==> config.mk <==
export PLATFORM = sky130hd
export DESIGN_NAME = acc_alu
export DESIGN_NICKNAME = d
export VERILOG_FILES = /design/src/rtl/acc_alu_pkg.sv /design/src/rtl/acc_alu_addsub.sv /design/src/rtl/acc_alu_core.sv /design/src/rtl/acc_alu_cond.sv /design/src/rtl/acc_alu.sv
export SDC_FILE = /design/constraint.sdc
export NUM_CORES = 1
export LEC_CHECK = 0
export BUFFER_PORTS_ARGS = -buffer_cell sky130_fd_sc_hd__clkbuf_2
export CAP_MARGIN = 20
export CORE_ASPECT_RATIO = 1.5
export CORE_MARGIN = 5
export CORE_UTILIZATION = 45
export DETAILED_ROUTE_END_ITERATION = 16
export PLACE_DENSITY = 0.75
export SLEW_MARGIN = 25
export SYNTH_ARGS = -nofsm -noshare
export SYNTH_HDL_FRONTEND = slang
export SYNTH_HIERARCHICAL = 1
export SYNTH_SLANG_ARGS = --single-unit
==> constraint.sdc <==
create_clock -name clk -period 1.5 [get_ports clk]
set_clock_uncertainty 0.15 [all_clocks]
set_input_delay 0.225 -clock clk [delete_from_list [all_inputs] [get_ports clk]]
set_output_delay 0.225 -clock clk [all_outputs]
set_load 0.02 [all_outputs]
==> src/rtl/acc_alu_pkg.sv <==
package acc_alu_pkg;
    localparam int BYTE_W = 8;
    localparam int WORD_W = 2 * BYTE_W;
    localparam int CC_W   = 8;
    localparam int MSB8   = BYTE_W - 1;
    localparam int MSB16  = WORD_W - 1;
    localparam int OP_W   = 5;

    // flag positions inside the condition-code byte
    localparam int CC_C = 0;
    localparam int CC_V = 1;
    localparam int CC_Z = 2;
    localparam int CC_N = 3;
    localparam int CC_I = 4;
    localparam int CC_H = 5;
    localparam int CC_F = 6;
    localparam int CC_E = 7;

    typedef enum logic [OP_W-1:0] {
        OP_ADD8  = 5'd0,  OP_ADC8  = 5'd1,  OP_SUB8  = 5'd2,  OP_SBC8  = 5'd3,
        OP_CMP8  = 5'd4,  OP_AND8  = 5'd5,  OP_OR8   = 5'd6,  OP_XOR8  = 5'd7,
        OP_LD8   = 5'd8,  OP_COM8  = 5'd9,  OP_NEG8  = 5'd10, OP_INC8  = 5'd11,
        OP_DEC8  = 5'd12, OP_ASL8  = 5'd13, OP_ASR8  = 5'd14, OP_LSR8  = 5'd15,
        OP_ROL8  = 5'd16, OP_ROR8  = 5'd17, OP_MUL   = 5'd18, OP_ADD16 = 5'd19,
        OP_SUB16 = 5'd20, OP_CMP16 = 5'd21, OP_LD16  = 5'd22
    } alu_op_e;

    typedef struct packed {
        logic [WORD_W-1:0] res;
        logic [CC_W-1:0]   cc;
        logic              wr;
        logic              done;
    } alu_state_t;
endpackage

==> src/rtl/acc_alu_addsub.sv <==
module acc_alu_addsub #(
    parameter int W = 8
) (
    input  logic [W-1:0] x,
    input  logic [W-1:0] y,
    input  logic         ci,
    input  logic         sub,
    output logic [W-1:0] r,
    output logic [W-1:0] cvec,
    output logic         co,
    output logic         ov
);
    logic [W-1:0] y_eff;
    logic [W:0]   sum;

    always_comb begin
        y_eff = sub ? ~y : y;
        // subtract: x + ~y + ~borrow_in ; carry-out inverted gives borrow
        sum   = {1'b0, x} + {1'b0, y_eff} + {{W{1'b0}}, ci ^ sub};
        r     = sum[W-1:0];
        co    = sum[W] ^ sub;
        cvec  = x ^ y ^ r;           // carry/borrow into each bit position
        ov    = cvec[W-1] ^ co;
    end
endmodule

==> src/rtl/acc_alu_core.sv <==
module acc_alu_core
    import acc_alu_pkg::*;
(
    input  alu_op_e           op,
    input  logic [WORD_W-1:0] a,
    input  logic [WORD_W-1:0] b,
    input  logic [CC_W-1:0]   cc,
    output logic [WORD_W-1:0] res,
    output logic [CC_W-1:0]   cc_nx,
    output logic              wr
);
    logic [BYTE_W-1:0] a8, b8;
    logic [BYTE_W-1:0] s_x, s_y;
    logic              s_ci, s_sub;
    logic [BYTE_W-1:0] r8, cv8;
    logic              c8, v8;
    logic              sub16;
    logic [WORD_W-1:0] r16, cv16;
    logic              c16, v16;
    logic [WORD_W-1:0] prod;
    logic [BYTE_W-1:0] res8;
    logic              set_nz8;

    assign a8 = a[MSB8:0];
    assign b8 = b[MSB8:0];

    // operand steering for the shared byte adder
    always_comb begin
        s_x   = a8;
        s_y   = b8;
        s_ci  = 1'b0;
        s_sub = 1'b0;
        unique case (op)
            OP_ADC8: s_ci = cc[CC_C];
            OP_SUB8, OP_CMP8: s_sub = 1'b1;
            OP_SBC8: begin s_sub = 1'b1; s_ci = cc[CC_C]; end
            OP_NEG8: begin s_x = '0; s_y = a8; s_sub = 1'b1; end
            OP_INC8: s_y = BYTE_W'(1);
            OP_DEC8: begin s_y = BYTE_W'(1); s_sub = 1'b1; end
            default: ;
        endcase
    end

    acc_alu_addsub #(.W(BYTE_W)) u_add8 (
        .x(s_x), .y(s_y), .ci(s_ci), .sub(s_sub),
        .r(r8), .cvec(cv8), .co(c8), .ov(v8)
    );

    assign sub16 = (op == OP_SUB16) || (op == OP_CMP16);

    acc_alu_addsub #(.W(WORD_W)) u_add16 (
        .x(a), .y(b), .ci(1'b0), .sub(sub16),
        .r(r16), .cvec(cv16), .co(c16), .ov(v16)
    );

    assign prod = {{BYTE_W{1'b0}}, a8} * {{BYTE_W{1'b0}}, b8};

    always_comb begin
        cc_nx   = cc;
        res     = '0;
        wr      = 1'b1;
        res8    = '0;
        set_nz8 = 1'b0;
        unique case (op)
            OP_ADD8, OP_ADC8: begin
                res8 = r8; set_nz8 = 1'b1;
                cc_nx[CC_C] = c8;
                cc_nx[CC_V] = v8;
                cc_nx[CC_H] = cv8[4];
            end
            OP_SUB8, OP_SBC8, OP_CMP8, OP_NEG8: begin
                res8 = r8; set_nz8 = 1'b1;
                cc_nx[CC_C] = c8;
                cc_nx[CC_V] = v8;
                wr = (op != OP_CMP8);
            end
            OP_INC8, OP_DEC8: begin
                res8 = r8; set_nz8 = 1'b1;
                cc_nx[CC_V] = v8;
            end
            OP_AND8, OP_OR8, OP_XOR8, OP_LD8: begin
                unique case (op)
                    OP_AND8: res8 = a8 & b8;
                    OP_OR8:  res8 = a8 | b8;
                    OP_XOR8: res8 = a8 ^ b8;
                    default: res8 = b8;
                endcase
                set_nz8 = 1'b1;
                cc_nx[CC_V] = 1'b0;
            end
            OP_COM8: begin
                res8 = ~a8; set_nz8 = 1'b1;
                cc_nx[CC_V] = 1'b0;
                cc_nx[CC_C] = 1'b1;
            end
            OP_ASL8, OP_ROL8: begin
                res8 = {a8[MSB8-1:0], (op == OP_ROL8) ? cc[CC_C] : 1'b0};
                set_nz8 = 1'b1;
                cc_nx[CC_C] = a8[MSB8];
                cc_nx[CC_V] = a8[MSB8] ^ a8[MSB8-1];
            end
            OP_ASR8, OP_LSR8, OP_ROR8: begin
                unique case (op)
                    OP_ASR8: res8 = {a8[MSB8], a8[MSB8:1]};
                    OP_LSR8: res8 = {1'b0, a8[MSB8:1]};
                    default: res8 = {cc[CC_C], a8[MSB8:1]};
                endcase
                set_nz8 = 1'b1;
                cc_nx[CC_C] = a8[0];
            end
            OP_MUL: begin
                res = prod;
                cc_nx[CC_Z] = (prod == '0);
                cc_nx[CC_C] = prod[MSB8];
            end
            OP_ADD16, OP_SUB16, OP_CMP16: begin
                res = r16;
                cc_nx[CC_N] = r16[MSB16];
                cc_nx[CC_Z] = (r16 == '0);
                cc_nx[CC_V] = v16;
                cc_nx[CC_C] = c16;
                wr = (op != OP_CMP16);
            end
            OP_LD16: begin
                res = b;
                cc_nx[CC_N] = b[MSB16];
                cc_nx[CC_Z] = (b == '0);
                cc_nx[CC_V] = 1'b0;
            end
            default: wr = 1'b0;
        endcase
        if (set_nz8) begin
            res = {{BYTE_W{1'b0}}, res8};
            cc_nx[CC_N] = res8[MSB8];
            cc_nx[CC_Z] = (res8 == '0);
        end
    end

    // the half-carry flag moves only on byte additions
    always_comb begin
        if (op != OP_ADD8 && op != OP_ADC8)
            a_r9_h_only_add8: assert (cc_nx[CC_H] == cc[CC_H]);
    end
endmodule

==> src/rtl/acc_alu_cond.sv <==
module acc_alu_cond
    import acc_alu_pkg::*;
(
    input  logic [CC_W-1:0] cc,
    output logic            ls,
    output logic            hi,
    output logic            lt,
    output logic            ge,
    output logic            le,
    output logic            gt
);
    logic [CC_W-1:0] unused_bits;
    assign unused_bits = cc;

    always_comb begin
        ls = cc[CC_C] | cc[CC_Z];
        hi = ~ls;
        lt = cc[CC_N] ^ cc[CC_V];
        ge = ~lt;
        le = cc[CC_Z] | lt;
        gt = ~le;
    end
endmodule

==> src/rtl/acc_alu.sv <==
module acc_alu
    import acc_alu_pkg::*;
(
    input  logic              clk,
    input  logic              rst_n,
    input  logic              in_valid,
    input  logic [OP_W-1:0]   op_code,
    input  logic [WORD_W-1:0] opnd_a,
    input  logic [WORD_W-1:0] opnd_b,
    input  logic [CC_W-1:0]   cc_in,
    output logic [WORD_W-1:0] result,
    output logic [CC_W-1:0]   cc_out,
    output logic              wr_en,
    output logic              out_valid,
    output logic              br_ls,
    output logic              br_hi,
    output logic              br_lt,
    output logic              br_ge,
    output logic              br_le,
    output logic              br_gt
);
    alu_state_t        st_d, st_q;
    logic [WORD_W-1:0] core_res;
    logic [CC_W-1:0]   core_cc;
    logic              core_wr;

    acc_alu_core u_core (
        .op(alu_op_e'(op_code)), .a(opnd_a), .b(opnd_b), .cc(cc_in),
        .res(core_res), .cc_nx(core_cc), .wr(core_wr)
    );

    always_comb begin
        st_d      = st_q;
        st_d.wr   = 1'b0;
        st_d.done = 1'b0;
        if (in_valid) begin
            st_d.res  = core_res;
            st_d.cc   = core_cc;
            st_d.wr   = core_wr;
            st_d.done = 1'b1;
        end
    end

    always_ff @(posedge clk or negedge rst_n) begin
        if (!rst_n) st_q <= '0;
        else        st_q <= st_d;
    end

    assign result    = st_q.res;
    assign cc_out    = st_q.cc;
    assign wr_en     = st_q.wr;
    assign out_valid = st_q.done;

    acc_alu_cond u_cond (
        .cc(st_q.cc), .ls(br_ls), .hi(br_hi), .lt(br_lt),
        .ge(br_ge), .le(br_le), .gt(br_gt)
    );

    // compares never request a write
    a_r4_cmp_no_write: assert property (@(posedge clk) disable iff (!rst_n)
        (in_valid && (op_code == OP_CMP8 || op_code == OP_CMP16)) |=> !wr_en);

    // system bits pass through untouched
    a_r9_sys_bits_kept: assert property (@(posedge clk) disable iff (!rst_n)
        in_valid |=> (cc_out[CC_E] == $past(cc_in[CC_E]) &&
                      cc_out[CC_F] == $past(cc_in[CC_F]) &&
                      cc_out[CC_I] == $past(cc_in[CC_I])));

    // logical and load operations clear overflow
    a_r5_logic_clears_v: assert property (@(posedge clk) disable iff (!rst_n)
        (in_valid && (op_code >= OP_AND8 && op_code <= OP_LD8 || op_code == OP_LD16))
        |=> !cc_out[CC_V]);

    // multiply carry mirrors bit 7 of the product
    a_r7_mul_carry: assert property (@(posedge clk) disable iff (!rst_n)
        (in_valid && op_code == OP_MUL) |=> (cc_out[CC_C] == result[MSB8]));

    // idle cycles hold the outputs and drop the strobes
    a_r11_idle_hold: assert property (@(posedge clk) disable iff (!rst_n)
        !in_valid |=> (!wr_en && !out_valid && $stable(result) && $stable(cc_out)));

    // byte operations clear the upper result byte
    a_r12_high_zero: assert property (@(posedge clk) disable iff (!rst_n)
        (in_valid && op_code <= OP_ROR8) |=> (result[MSB16:BYTE_W] == '0));
endmodule

Word level (Yosys, flattened, before mapping)
Index checks and enable logic that the tools add are counted.
W data, S select, Z words.
{"block": "op_classes", "n_addsub": 4, "mul": 1, "eq_ne": 24, "mux": 21, "bitwise": 22, "reduce_logical": 20}
{"cell": "$logic_not A16 Y1", "count": 3}
{"cell": "$pmux W16 S3", "count": 1}
{"cell": "$eq A5 B4 Y1 const B", "count": 8}
{"cell": "$pmux W8 S5", "count": 1}
{"cell": "$eq A5 B5 Y1 const B", "count": 7}
{"cell": "$mux W16", "count": 2}
{"cell": "$pmux W8 S2", "count": 2}
{"cell": "$xor A16 B16 Y16", "count": 2}
{"cell": "$pmux W8 S3", "count": 1}
{"cell": "$xor A8 B8 Y8", "count": 3}
{"cell": "$eq A5 B3 Y1 const B", "count": 4}
{"cell": "$reduce_or A18 Y1", "count": 1}
{"cell": "$add A16 B16 Y17", "count": 1}
{"cell": "$add A17 B1 Y17", "count": 1}
{"cell": "$mul A8 B8 Y16", "count": 1}
{"cell": "$mux W8", "count": 2}
{"cell": "$not A16 Y16", "count": 1}
{"cell": "$not A8 Y8", "count": 2}
{"cell": "$reduce_or A16 Y1", "count": 1}
{"cell": "$reduce_or A6 Y1", "count": 2}
{"cell": "$eq A5 B2 Y1 const B", "count": 2}
{"cell": "$add A8 B8 Y9", "count": 1}
{"cell": "$add A9 B1 Y9", "count": 1}
{"cell": "$and A8 B8 Y8", "count": 1}
{"cell": "21 further kinds", "count": 41}
{"block": "totals", "ff_bits": 26, "in_bits": 48, "output_inout_bits": 32, "word_cells": 96}

Logic depth before layout (Yosys ltp)
{"block": "logic_depth", "depth_word": 10, "ltp_mapped": 22, "depth_no_buf": 19}

Cells and area by module
The synthesis kept the hierarchy.
{"module": "acc_alu_core", "instances": 1, "cells_each": 508, "area_per_inst_um2": 3757.4, "seq_area_each_um2": 0.0}
{"module": "acc_alu_addsub (u_core.u_add16)", "instances": 1, "cells_each": 146, "area_per_inst_um2": 1252.5, "seq_area_each_um2": 0.0}
{"module": "acc_alu", "instances": 1, "cells_each": 54, "area_per_inst_um2": 1049.8, "seq_area_each_um2": 650.6}
{"module": "acc_alu_addsub (u_core.u_add8)", "instances": 1, "cells_each": 70, "area_per_inst_um2": 605.6, "seq_area_each_um2": 0.0}
{"module": "acc_alu_cond", "instances": 1, "cells_each": 6, "area_per_inst_um2": 40.0, "seq_area_each_um2": 0.0}

Least setup slack after synthesis
Ideal clock, no wire load.
{"block": "synth_path", "path_kind": "input to register", "from": "in opnd_a[6]", "to": "reg st_q (netlist bit cc_out[2])", "setup_time_ps": 125, "arrival_ps": 4626, "required_time_ps": 1225, "setup_slack_ps": -3401, "stages": 18, "n_path_buf": 1, "path_cell_list": "clkbuf_1 clkinv_1 nor2_1 fa_1 fa_1 fa_1 inv_1 fa_1 inv_1 ha_1 or3_1 o21a_1 a31o_2 a21oi_1 xor2_1 and3_1 a41o_1 mux2_4"}
{"block": "synth_between", "elab_chain_len": 8, "elab_cells_between_ends": 21, "classes_between": "4 x add/sub; 1 x mul; 8 x mux; 5 x bitwise; 3 x reduce/logical"}
{"element": "from (decl)", "line_no": "acc_alu.sv:8", "text": "input logic [WORD_W-1:0] opnd_a,"}
{"element": "$pmux W8 S2", "line_no": "acc_alu_core.sv:33", "text": "unique case (op)"}
{"element": "$not A8 Y8", "line_no": "acc_alu_addsub.sv:17", "text": "y_eff = sub ? ~y : y;"}
{"element": "$mux W8", "line_no": "acc_alu_addsub.sv:17"}
{"element": "$add A8 B8 Y9", "line_no": "acc_alu_addsub.sv:19", "text": "sum = {1'b0, x} + {1'b0, y_eff} + {{W{1'b0}}, ci ^ sub};"}
{"element": "$add A9 B1 Y9", "line_no": "acc_alu_addsub.sv:19"}
{"element": "$pmux W8 S5", "line_no": "acc_alu_core.sv:64", "text": "unique case (op)"}
{"element": "$logic_not A8 Y1", "line_no": "acc_alu_core.sv:135", "text": "cc_nx[CC_Z] = (res8 == '0);"}
{"element": "$mux W2 *", "line_no": "acc_alu_core.sv:132", "text": "if (set_nz8) begin"}
{"element": "via core_cc[2]", "line_no": "acc_alu.sv:24", "text": "logic [CC_W-1:0] core_cc;"}
{"element": "to (signal assigned)", "line_no": "acc_alu.sv:46", "text": "else st_q <= st_d;"}
{"element": "to (decl)", "line_no": "acc_alu.sv:22", "text": "alu_state_t st_d, st_q;"}
Mark *: on every way through the listed nets, which the timed path passes. The rest lies on a longest branch.
A chain may end at the register's enable or synchronous reset.

Worst setup path after layout
{"block": "layout_path", "from": "in opnd_b[5]", "to": "reg st_q (netlist bit cc_out[2])"}
{"block": "layout_between", "elab_chain_len": 8, "elab_cells_between_ends": 21, "classes_between": "4 x add/sub; 1 x mul; 7 x mux; 5 x bitwise; 4 x reduce/logical"}
{"element": "from (decl)", "line_no": "acc_alu.sv:9", "text": "input logic [WORD_W-1:0] opnd_b,"}
{"element": "branches (longest 7 deep; another with $add A16 B16 Y17)"}
{"element": "$mux W2 *", "line_no": "acc_alu_core.sv:132"}
{"element": "via core_cc[2]", "line_no": "acc_alu.sv:24"}
Mark *: on every way through the listed nets, which the timed path passes.

==> impl_metrics.ini <==
[flow_run]
cap_violations = 0

[setup_path]
r2r_cells = 2
critPathRequiredTime_ps = 1500
critPathMaxFanout = 3
r2r_start = cc_out[1]$_DFFE_PN0P_
cp-end-kind = register
cp.arrival_ps = 4400
crit_type = primary input to register
startpoint_type = primary input
critPathLaunch = opnd_b[5]

[floorplanning]
core_area_um2 = 13930
die_h_um = 155.2
die_area_um2 = 16580
chipWidth_um = 106.8
pin_count = 80
start_util = 0.4544
rows = 53

[clock_tree]
clkSinkCount = 26
clkLatencyLatePin_ps = 260
cts_tree = built
clockRootBuffer = clkbuf_16
htree_levels = 1
clkSlewWorstSetupHoldPaths_ps = 60
clockBufferDepth = 2
numCtsBuffers = 3

[route]
drc = 0
wl_met3_um = 2185
drt-initial-drc-count = 723
detail-route-antenna-nets = 0
wl_met1_um = 8607
first_pass_iters = 6
drt-vias-per-instance = 6.262
wl_per_cell_um = 21.78
via_count = 7633
wl_um = 26550
wl_met2_um = 12890
dr.max_layer_used = met4

[finish]
diodes = 0
fin_area_um2 = 9923
fin_util = 0.7126
register_area_um2 = 654.4
nNetsFinal = 1217
mostFrequentLayoutCells = buf_4 (234), clkbuf_2 (66), ha_1 (65)
drive_gt1_frac = 0.4924
syn_to_final_growth_pct = 56.80
n_fill_cell = 919
layout_commonest_cell = buf_4
multi_input_area_um2 = 5882

[pwr]
power_mw = 9.217
seq_power_share = 0.101
p_int_mw = 5.040
p_switching_mw = 4.178
swShare = 0.4532
peakVddDrop_mv = 0.6673
comb_power_share = 0.817
pwr-share-clk = 0.082
power_density_nw_per_um2 = 928.9
leakagePower_nw = 4.948

[timing]
fin_crit_sh = 2.939
maxSlewHeadroom = 0.4003
finalHoldViolations = 0
worst_pin_slew_ps = 891.9
setup_viol = 25
fmax_ghz = 0.2268
min_period_ps = 4409
fin_ws_ps = -2909
drv_slew = 0
rsz0062_at_grt = yes

[global_routing]
grt_pass1_wl_um = 38310
grt_pass1_vias = 7668
track_usage = 0.2907
grt_max_degree = 30
grt-ovfl-total = 0
antenna_found_initial = 0

[worst_hold_path]
min_from = cc_in[7]
min_path_type = primary input to register
worst_hold_path.num_cells = 2

[placement]
dpl_worst_slack_ps = -3317
place.gp.congestion = 1.006
numPortBuffers = 79
placed_cell_area_um2 = 8740
dpl.hpwl_um = 18730

[synth]
synth_fp_nets = 903
avgSynthCellArea_um2 = 8.541
synth_warnings = 6
netlist_area_um2 = 6329
syn_inst = 741

[outcome]
status = finished with violations
violations = negative setup slack
==> flip-flops by register name, summed over array words and instances, names as in the netlist <==
signal     flops
result        16
cc_out         8
wr_en          1
out_valid      1
==> final timing paths <==
path	to	slack (ps)
max reg2reg	cc_out[1]$_DFFE_PN0P_	370
max	cc_out[2]$_DFFE_PN0P_	-2910
max in group asynchronous	cc_out[3]$_DFFE_PN0P_	400
min	cc_out[7]$_DFFE_PN0P_	50
min reg2reg	result[14]$_DFFE_PN0P_	360
min in group asynchronous	result[4]$_DFFE_PN0P_	370
==> routing by layer <==
| metal | vias to the layer above | track usage |
|---|---|---|
| li1 | 3257 | - |
| met1 | 3607 | 0.2934 |
| met2 | 530 | 0.5381 |
| met3 | 239 | 0.04027 |
| met4 | 0 | 0.2072 |
| met5 | - | 0 |
==> per-stage QoR <==
step | setup TNS (ps) | hold slack (ps) | cells
2_1_floorplan | -47610 | -220.6 | 741
3_3_place_gp | -57770 | 103.8 | 1181
3_5_place_dp | -58750 | 108.4 | 1181
4_1_cts | -49520 | 44.41 | 1204
5_1_grt | -53630 | 57.00 | 1219
6_report | -51350 | 48.40 | 1219
==> final cells by class <==
class | count | share of cell area
Timing Repair Buffer | 344 | 0.2793
Clock buffer | 3 | 0.007565
Multi-Input combinational cell | 610 | 0.5927
Clock inverter | 1 | 0.003026
Inverter | 70 | 0.03064
Tap cell | 165 | 0.02080
Sequential cell | 26 | 0.06594
==> what timing repair did <==
item,in CTS,in global routing
gates cloned,4,1
endpoints found under the hold margin,26,0
hold buffers,1,0
setup buffers,18,17
endpoints found under the setup margin,28,28
resized for setup,115,57
pin swaps,47,52
==> power groups by stage <==
stage | sequential (mW) | combinational [mW] | clock, mW
after floorplan | 1.05 | 3.65 | 0
after global placement | 0.919 | 6.12 | 0
after detailed placement | 0.923 | 6.28 | 0
after CTS | 0.914 | 6.90 | 0.763
after global routing | 0.940 | 8.05 | 0.800
final | 0.930 | 7.53 | 0.756
==> critical path: stages <==
cell and delay, ps:
buf_2 150, inv_2 90, nor2_2 50, fa_1 560
fa_1 460, fa_1 520, inv_1 50, fa_1 490
inv_2 40, ha_4 200, or3_1 350, o21a_1 150
a31o_2 210, a21oi_2 120, xor2_1 90, and3_1 170
a41o_1 220, mux2_4 250
Power figures use the tool's default switching activity.
